==> config.mk <==
export PLATFORM = sky130hd
export DESIGN_NAME = sflash_cmd_front
export DESIGN_NICKNAME = d
export VERILOG_FILES = /design/src/rtl/sfcf_pkg.sv /design/src/rtl/sfcf_sync.sv /design/src/rtl/sfcf_edges.sv /design/src/rtl/sfcf_page_buffer.sv /design/src/rtl/sfcf_decoder.sv /design/src/rtl/sflash_cmd_front.sv
export SDC_FILE = /design/constraint.sdc
export NUM_CORES = 2
export LEC_CHECK = 0
export BUFFER_PORTS_ARGS = -buffer_cell sky130_fd_sc_hd__buf_2
export CORE_UTILIZATION = 63
export CTS_CLUSTER_SIZE = 14
export DETAILED_ROUTE_END_ITERATION = 10
export PLACE_DENSITY = 0.79
export SLEW_MARGIN = 40
export SYNTH_ARGS = -nofsm -noshare
export SYNTH_HDL_FRONTEND = slang
export SYNTH_SLANG_ARGS = --single-unit
==> constraint.sdc <==
create_clock -name clk -period 5.83 [get_ports clk]
set_input_delay 0.2915 -clock clk [delete_from_list [all_inputs] [get_ports clk]]
set_output_delay 0.2915 -clock clk [all_outputs]
set_load 0.005 [all_outputs]
==> src/rtl/sfcf_pkg.sv <==
package sfcf_pkg;

    localparam int OP_W    = 8;
    localparam int FIELD_W = 24;
    localparam int HDR_W   = OP_W + FIELD_W;
    localparam int PAGE_W  = 9;
    localparam int OFS_W   = 9;
    localparam int BYTE_W  = 8;
    localparam int HCNT_W  = $clog2(HDR_W + 1);
    localparam int DCNT_W  = $clog2(BYTE_W);

    localparam logic [OP_W-1:0] OP_PROG_BUF = 8'h82;
    localparam logic [OP_W-1:0] OP_PG2BUF   = 8'h53;
    localparam logic [OP_W-1:0] OP_COMPARE  = 8'h60;
    localparam logic [OP_W-1:0] OP_REWRITE  = 8'h58;
    localparam logic [OP_W-1:0] OP_STATUS   = 8'h57;

    typedef enum logic [2:0] {
        FS_HDR,
        FS_DATA,
        FS_HOLD,
        FS_STAT,
        FS_DROP
    } frame_state_e;

    typedef struct packed {
        frame_state_e          st;
        logic [HDR_W-1:0]      hdr;
        logic [HCNT_W-1:0]     hcnt;
        logic [BYTE_W-1:0]     dsh;
        logic [DCNT_W-1:0]     dcnt;
        logic [OFS_W-1:0]      ptr;
        logic [BYTE_W-1:0]     stat;
        logic                  lvld;
        logic [OP_W-1:0]       lop;
        logic [PAGE_W-1:0]     lpage;
    } dec_state_t;

    typedef struct packed {
        logic sck_prev;
        logic cs_prev;
    } edge_state_t;

    function automatic logic is_array_cmd(input logic [OP_W-1:0] op);
        return (op == OP_PROG_BUF) || (op == OP_PG2BUF) ||
               (op == OP_COMPARE)  || (op == OP_REWRITE);
    endfunction

endpackage

==> src/rtl/sfcf_sync.sv <==
module sfcf_sync #(
    parameter int          W      = 1,
    parameter int          STAGES = 2,
    parameter logic [W-1:0] RST_VAL = '0
) (
    input  logic         clk,
    input  logic         rst_n,
    input  logic [W-1:0] din,
    output logic [W-1:0] dout
);

    logic [W-1:0] stg_q [STAGES];

    always_ff @(posedge clk or negedge rst_n) begin
        if (!rst_n) stg_q[0] <= RST_VAL;
        else        stg_q[0] <= din;
    end

    for (genvar i = 1; i < STAGES; i++) begin : g_stage
        always_ff @(posedge clk or negedge rst_n) begin
            if (!rst_n) stg_q[i] <= RST_VAL;
            else        stg_q[i] <= stg_q[i-1];
        end
    end

    assign dout = stg_q[STAGES-1];

endmodule

==> src/rtl/sfcf_edges.sv <==
module sfcf_edges
    import sfcf_pkg::*;
#(
    parameter int SYNC_STAGES = 2
) (
    input  logic clk,
    input  logic rst_n,
    input  logic sck_raw,
    input  logic csn_raw,
    input  logic mosi_raw,
    output logic sck_rise,
    output logic cs_rise,
    output logic cs_high,
    output logic mosi_s
);

    logic [2:0]  sync_out;
    logic        sck_s;
    logic        csn_s;
    edge_state_t e_d, e_q;

    sfcf_sync #(
        .W       (3),
        .STAGES  (SYNC_STAGES),
        .RST_VAL (3'b010)
    ) i_sync (
        .clk   (clk),
        .rst_n (rst_n),
        .din   ({sck_raw, csn_raw, mosi_raw}),
        .dout  (sync_out)
    );

    assign sck_s  = sync_out[2];
    assign csn_s  = sync_out[1];
    assign mosi_s = sync_out[0];

    always_comb begin
        e_d          = e_q;
        e_d.sck_prev = sck_s;
        e_d.cs_prev  = csn_s;
    end

    always_ff @(posedge clk or negedge rst_n) begin
        if (!rst_n) e_q <= '{sck_prev: 1'b0, cs_prev: 1'b1};
        else        e_q <= e_d;
    end

    assign sck_rise = sck_s & ~e_q.sck_prev;
    assign cs_rise  = csn_s & ~e_q.cs_prev;
    assign cs_high  = csn_s;

endmodule

==> src/rtl/sfcf_page_buffer.sv <==
module sfcf_page_buffer #(
    parameter int DEPTH = 264,
    parameter int AW    = 9,
    parameter int DW    = 8
) (
    input  logic          clk,
    input  logic          rst_n,
    input  logic          wr_en,
    input  logic [AW-1:0] wr_addr,
    input  logic [DW-1:0] wr_data,
    input  logic [AW-1:0] rd_addr,
    output logic [DW-1:0] rd_data
);

    localparam logic [AW-1:0] DEPTH_A = AW'(DEPTH);

    logic [DW-1:0] mem [DEPTH];
    logic [DW-1:0] rd_d, rd_q;

    always_ff @(posedge clk) begin
        if (wr_en && (wr_addr < DEPTH_A)) mem[wr_addr] <= wr_data;
    end

    always_comb begin
        rd_d = '0;
        if (rd_addr < DEPTH_A) rd_d = mem[rd_addr];
    end

    always_ff @(posedge clk or negedge rst_n) begin
        if (!rst_n) rd_q <= '0;
        else        rd_q <= rd_d;
    end

    assign rd_data = rd_q;

    // the decoder never aims a write outside the buffer
    p_wr_in_range_r4: assert property (@(posedge clk) disable iff (!rst_n)
        wr_en |-> (wr_addr < DEPTH_A));

endmodule

==> src/rtl/sfcf_decoder.sv <==
module sfcf_decoder
    import sfcf_pkg::*;
#(
    parameter int BUF_DEPTH = 264
) (
    input  logic              clk,
    input  logic              rst_n,
    input  logic              sck_rise,
    input  logic              cs_rise,
    input  logic              cs_high,
    input  logic              mosi,
    input  logic              seq_busy,
    input  logic              cmp_equal,
    output logic              wr_en,
    output logic [OFS_W-1:0]  wr_addr,
    output logic [BYTE_W-1:0] wr_data,
    output logic              miso,
    output logic              launch,
    output logic [OP_W-1:0]   launch_op,
    output logic [PAGE_W-1:0] launch_page
);

    localparam logic [OFS_W-1:0]  DEPTH_O   = OFS_W'(BUF_DEPTH);
    localparam logic [OFS_W-1:0]  LAST_O    = OFS_W'(BUF_DEPTH - 1);
    localparam logic [HCNT_W-1:0] OP_DONE   = HCNT_W'(OP_W - 1);
    localparam logic [HCNT_W-1:0] HDR_DONE  = HCNT_W'(HDR_W - 1);
    localparam logic [DCNT_W-1:0] BYTE_DONE = DCNT_W'(BYTE_W - 1);

    dec_state_t       s_d, s_q;
    logic [HDR_W-1:0] hdr_next;
    logic [OFS_W-1:0] ofs_field;

    function automatic logic [OFS_W-1:0] fold_ofs(input logic [OFS_W-1:0] o);
        return (o >= DEPTH_O) ? (o - DEPTH_O) : o;
    endfunction

    function automatic logic [OFS_W-1:0] step_ofs(input logic [OFS_W-1:0] o);
        return (o == LAST_O) ? '0 : (o + 1'b1);
    endfunction

    always_comb begin
        s_d       = s_q;
        s_d.lvld  = 1'b0;
        wr_en     = 1'b0;
        wr_addr   = s_q.ptr;
        wr_data   = {s_q.dsh[BYTE_W-2:0], mosi};
        hdr_next  = {s_q.hdr[HDR_W-2:0], mosi};
        ofs_field = hdr_next[OFS_W-1:0];

        if (cs_high) begin
            if (cs_rise && ((s_q.st == FS_DATA) || (s_q.st == FS_HOLD))) begin
                s_d.lvld  = 1'b1;
                s_d.lop   = s_q.hdr[HDR_W-1 -: OP_W];
                s_d.lpage = s_q.hdr[OFS_W +: PAGE_W];
            end
            s_d.st   = FS_HDR;
            s_d.hcnt = '0;
            s_d.dcnt = '0;
        end else if (sck_rise) begin
            unique case (s_q.st)
                FS_HDR: begin
                    s_d.hdr  = hdr_next;
                    s_d.hcnt = s_q.hcnt + 1'b1;
                    if (s_q.hcnt == OP_DONE) begin
                        if (hdr_next[OP_W-1:0] == OP_STATUS) begin
                            s_d.st   = FS_STAT;
                            s_d.stat = {seq_busy, cmp_equal, 6'b0};
                        end else if (seq_busy || !is_array_cmd(hdr_next[OP_W-1:0])) begin
                            s_d.st = FS_DROP;
                        end
                    end
                    if (s_q.hcnt == HDR_DONE) begin
                        s_d.st   = (hdr_next[HDR_W-1 -: OP_W] == OP_PROG_BUF) ? FS_DATA : FS_HOLD;
                        s_d.ptr  = fold_ofs(ofs_field);
                        s_d.dcnt = '0;
                    end
                end
                FS_DATA: begin
                    s_d.dsh  = wr_data;
                    s_d.dcnt = s_q.dcnt + 1'b1;
                    if (s_q.dcnt == BYTE_DONE) begin
                        wr_en   = 1'b1;
                        s_d.ptr = step_ofs(s_q.ptr);
                    end
                end
                FS_STAT: begin
                    s_d.stat = {s_q.stat[BYTE_W-2:0], s_q.stat[BYTE_W-1]};
                end
                default: ;
            endcase
        end
    end

    always_ff @(posedge clk or negedge rst_n) begin
        if (!rst_n) begin
            s_q    <= '0;
            s_q.st <= FS_HDR;
        end else begin
            s_q <= s_d;
        end
    end

    assign miso        = (s_q.st == FS_STAT) ? s_q.stat[BYTE_W-1] : 1'b0;
    assign launch      = s_q.lvld;
    assign launch_op   = s_q.lop;
    assign launch_page = s_q.lpage;

    // a launch never lasts more than one clock
    p_launch_pulse_r3: assert property (@(posedge clk) disable iff (!rst_n)
        launch |=> !launch);

    // only the four array commands ever reach the sequencer
    p_launch_known_r2: assert property (@(posedge clk) disable iff (!rst_n)
        launch |-> is_array_cmd(launch_op));

    // a refused frame never touches the buffer
    p_drop_no_write_r8: assert property (@(posedge clk) disable iff (!rst_n)
        (s_q.st == FS_DROP) |-> !wr_en);

    // the write position stays inside the buffer
    p_ptr_range_r5: assert property (@(posedge clk) disable iff (!rst_n)
        s_q.ptr < DEPTH_O);

    // the status bit on the serial output changes only on a serial clock edge
    p_stat_hold_r9: assert property (@(posedge clk) disable iff (!rst_n)
        ((s_q.st == FS_STAT) && !sck_rise && !cs_high) |=> $stable(miso));

    // the serial output is quiet outside a status read
    p_miso_idle_r10: assert property (@(posedge clk) disable iff (!rst_n)
        (s_q.st != FS_STAT) |-> !miso);

endmodule

==> src/rtl/sflash_cmd_front.sv <==
module sflash_cmd_front
    import sfcf_pkg::*;
#(
    parameter int BUF_DEPTH   = 264,
    parameter int SYNC_STAGES = 2
) (
    input  logic              clk,
    input  logic              rst_n,
    input  logic              sck_i,
    input  logic              csn_i,
    input  logic              mosi_i,
    output logic              miso_o,
    input  logic              seq_busy_i,
    input  logic              cmp_equal_i,
    input  logic [OFS_W-1:0]  buf_rd_addr_i,
    output logic [BYTE_W-1:0] buf_rd_data_o,
    output logic              launch_o,
    output logic [OP_W-1:0]   launch_op_o,
    output logic [PAGE_W-1:0] launch_page_o
);

    logic              sck_rise;
    logic              cs_rise;
    logic              cs_high;
    logic              mosi_s;
    logic              wr_en;
    logic [OFS_W-1:0]  wr_addr;
    logic [BYTE_W-1:0] wr_data;

    sfcf_edges #(
        .SYNC_STAGES (SYNC_STAGES)
    ) i_edges (
        .clk      (clk),
        .rst_n    (rst_n),
        .sck_raw  (sck_i),
        .csn_raw  (csn_i),
        .mosi_raw (mosi_i),
        .sck_rise (sck_rise),
        .cs_rise  (cs_rise),
        .cs_high  (cs_high),
        .mosi_s   (mosi_s)
    );

    sfcf_decoder #(
        .BUF_DEPTH (BUF_DEPTH)
    ) i_decoder (
        .clk         (clk),
        .rst_n       (rst_n),
        .sck_rise    (sck_rise),
        .cs_rise     (cs_rise),
        .cs_high     (cs_high),
        .mosi        (mosi_s),
        .seq_busy    (seq_busy_i),
        .cmp_equal   (cmp_equal_i),
        .wr_en       (wr_en),
        .wr_addr     (wr_addr),
        .wr_data     (wr_data),
        .miso        (miso_o),
        .launch      (launch_o),
        .launch_op   (launch_op_o),
        .launch_page (launch_page_o)
    );

    sfcf_page_buffer #(
        .DEPTH (BUF_DEPTH),
        .AW    (OFS_W),
        .DW    (BYTE_W)
    ) i_buffer (
        .clk     (clk),
        .rst_n   (rst_n),
        .wr_en   (wr_en),
        .wr_addr (wr_addr),
        .wr_data (wr_data),
        .rd_addr (buf_rd_addr_i),
        .rd_data (buf_rd_data_o)
    );

endmodule

==> metrics.md <==
| Metric | Value |
|---|---|
| Fraction of the mapped netlist area in simple logic gates | 3.13% |
| Number of enable flip-flop cells after synthesis | 2112 |
| Primary FF master, synth | edfxtp_1 |
| Worst reg2reg path endpoint | i_buffer.mem[242][3] |
| Lkg Pwr | 29.6 nW |
| Gpl congestion | 0.908 |
| DR vias/cell | 7.25 |
| Top cell type by total area after synthesis | edfxtp_1 |
| TritonCTS sink count | 2214 |
| Starting Density | 63.6% |
| Setup ws final | 1.79 ns |
| Adder-cell share of the synthesized area | 0.116% |
| TNS Setup | 0 ns |
| Post-Syn Area | 86300 um2 |
| Area Overhead vs Synth | 10.3% |
| PD cells | 327 nW/um2 |
| Int Power | 24.7 mW |
| FILL cells | 7580 |
| CP Launch Type | flop |
| Row count | 135 |
| PnR Total Power | 31.1 mW |
| Vias in the first global route | 43900 |
| Tightest Pin Transition | 0.925 ns |
| Share of layout cells above drive strength 1 | 25.5% |
| WL/cell | 37.6 um |
| CTS Buf Count | 203 |
| Vias | 44500 |
| Syn_nets | 4088 |
| Reg clk slew, reported paths | 0.06 ns |
| DRT Wirelength | 231000 um |
| Main area contributors after synthesis | edfxtp_1, mux4_2, dfrtp_1 |
| CTS tree | yes |
| Largest net degree at the start of global routing | 171 |
| GRT overflow | 0 |
| Final Hold Viols | 0 |
| Required @ worst endpoint | 6.30 ns |
| Max_cap viols | 0 |
| DP Wirelength | 131000 um |
| Post-route ant nets | 0 |
| Setup Buffers After CTS | 0 |
| Remaining routing DRC violations | 0 |
| Top-area cell type share of the netlist area | 73.5% |
| Hold Crit Class | primary input to async pin |
| Clock Power Share | 41.4% |
| YS warnings | 0 |
| Worst r2r path cells | 7 |
| Fmax | 0.248 GHz |
| Die H | 372 um |
| Yosys reg bits | 2214 |
| Synth Area in XOR/XNOR | 0.0812% |
| # IOs | 43 |
| Switching part of the total power | 20.7% |
| Max FO, Critical Path | 16 |
| Synth Area in Compound Gates | 1.84% |
| Core area | 136000 um2 |
| Mux cell area share after synthesis | 16.7% |
| Reg2Reg Setup Slack | 1.79 ns |
| Initial antenna violation count | 10 |
| Max Slew Vio Count | 0 |
| Count of cell types in the netlist | 69 |
| Total GRT Usage | 34.1% |
| Final setup viols | 0 |
| Top-count cell post-synth | edfxtp_1 |
| Synth top cells by count | edfxtp_1, mux4_2, nor2_1 |
| Sequential group share of total power | 55.5% |
| Synth async-reset ratio | 4.61% |
| Max VDD drop | 0.000278 V |
| Placed cell area | 88700 um2 |
| Fin area | 95100 um2 |
| Clk_skew | 0.0308 ns |
| Sequential share of the synthesized area | 76.5% |
| Chip width | 372 um |
| Clock Tree Buf Depth | 3 |
| Crit path kind | flop to flop |
| Port bufs | 42 |
| Main combinational cell family by area after synthesis | multiplexers |
| Status | completed |
| RSZ-0062 raised after global routing | no |
| Initial detailed-routing violation count | 7976 |
| Slew headroom | 38.3% |
| Skew-Pair Late Insertion Delay | 0.85 ns |
| Post-place setup slack | 1.50 ns |
| Cells after synthesis | 4064 |
| Avg Cell Area, Syn | 21.2 um2 |
| First-pass GRT wire length | 327000 um |
| Reg-to-Reg Start | i_decoder.s_q[85] |
| Combinational share of power | 3.1% |
| Worst EP arrival | 4.50 ns |
| H-tree depth | 4 |
| CP endpoint kind | flop |
| P_sw | 6.44 mW |
| Min Clock Period, post-route | 4.04 ns |
| Die area | 138000 um2 |
| Crit share post-route | 69.2% |
| DR pass1 iterations | 7 |
| Root buffer cell | clkbuf_16 |
| NumNets Final | 4211 |
[registers in the layout, indices dropped and copies added (netlist names)]
signal                 cells
i_decoder.wr_addr          9
i_decoder.hdr_next        31
i_decoder.launch           1
i_edges.e_q                2
i_edges.i_sync.dout        3
i_buffer.mem            2112
i_decoder.s_q             21
i_decoder.launch_op        8
i_decoder.launch_page      9
i_decoder.wr_data          7
i_buffer.rd_data           8
i_edges.i_sync.stg_q       3
[critical path, cell delays in order (launching register included)]
cell	delay, ns
dfrtp_1	0.47
inv_1	0.12
nand3_1	0.33
nor2_2	0.49
nand3_1	0.33
nor2_4	0.53
nand2_1	0.58
nor2_1	0.80
[per-stage QoR]
step / util, % / instances / hold slack (ns)
2_1_floorplan: - / 4064 / -0.00409
3_3_place_gp: 65.2 / 5746 / 0.336
3_5_place_dp: 65.4 / 5752 / 0.335
4_1_cts: 70.1 / 6127 / 0.0164
5_1_grt: 70.1 / 6130 / 0.0919
6_report: 70.1 / 6141 / 0.0534
[cell type report]
type	count	area, um2	share of cell area (%)
Inverter	20	81.3	0.0855
Timing Repair Buffer	165	1560	1.64
Clock buffer	254	5390	5.66
Sequential cell	2214	66000	69.4
Multi-Input combinational cell	1583	19000	19.9
Clock inverter	113	895	0.940
Antenna cell	11	27.5	0.0289
Tap cell	1781	2230	2.34
[worst max path at each step]
stage | startpoint | cells past startpoint | end | slack (ns)
4_1_cts | i_decoder.s_q[85] | 7 | i_buffer.mem[183][2] | 1.54
3_3_place_gp | i_decoder.s_q[85] | 7 | i_buffer.mem[183][6] | 1.63
3_5_place_dp | i_decoder.s_q[85] | 7 | i_buffer.mem[252][4] | 1.50
5_1_grt | i_decoder.s_q[85] | 8 | i_buffer.mem[45][5] | 1.56
2_1_floorplan | i_edges.i_sync.dout[0] | 7 | i_decoder.s_q[18] | 0.68
6_report | i_decoder.s_q[85] | 7 | i_buffer.mem[242][3] | 1.79
[routing by layer]
metal,vias to the layer above,share of wire (%),GRT usage [%]
met5,-,0.017,0
met4,6,5.6,17.4
met3,663,14,9.85
met2,4008,46,50.7
met1,22800,34,46.9
li1,17000,-,-
[power groups by stage]
stage / Combinational (mW) / Clock (mW) / Sequential (mW)
CTS: 0.936 / 12.9 / 17.3
detailed placement: 0.919 / 0 / 17.6
finish: 0.957 / 12.9 / 17.3
global route: 0.985 / 13.5 / 17.3
global placement: 0.894 / 0 / 17.6
floorplan: 0.608 / 0 / 17.6
[cell usage in the layout (no fill, tap or decap), types with 11 or more instances in the layout]
cell | netlist | routed
a221oi_1 | 13 | 13
buf_2 | 48 | 38
nor3_1 | 24 | 20
a21oi_1 | 47 | 47
clkinv_2 | 0 | 35
buf_4 | 55 | 87
buf_12 | 0 | 23
clkinv_1 | 1 | 54
nor2_1 | 319 | 313
a22oi_1 | 43 | 43
a31oi_1 | 15 | 15
inv_1 | 16 | 15
nand2_1 | 196 | 191
mux4_2 | 596 | 596
clkbuf_16 | 0 | 208
diode_2 | 0 | 11
mux2_2 | 36 | 36
o21ai_0 | 47 | 47
edfxtp_1 | 2112 | 2112
nand3_1 | 35 | 33
clkbuf_1 | 106 | 45
o22ai_1 | 18 | 18
dfrtp_1 | 99 | 91
mux2i_1 | 55 | 55
bufinv_16 | 0 | 13
a22o_1 | 11 | 11
[logic make-up (layout without fill, tap and decap cells)]
logic type,after synthesis,in the layout
buf+inv,267,552
other cells,0,11
xor+xnor,8,8
mux,687,687
flops,2214,2214
compound gates,239,239
simple gates,641,641
fa+ha+maj,8,8
[what timing repair did]
action | in CTS | in global routing
hold buffers | 8 | 0
resized for setup | 0 | 0
endpoints found under the hold margin | 54 | 0
(Power assumes the default switching activity.)
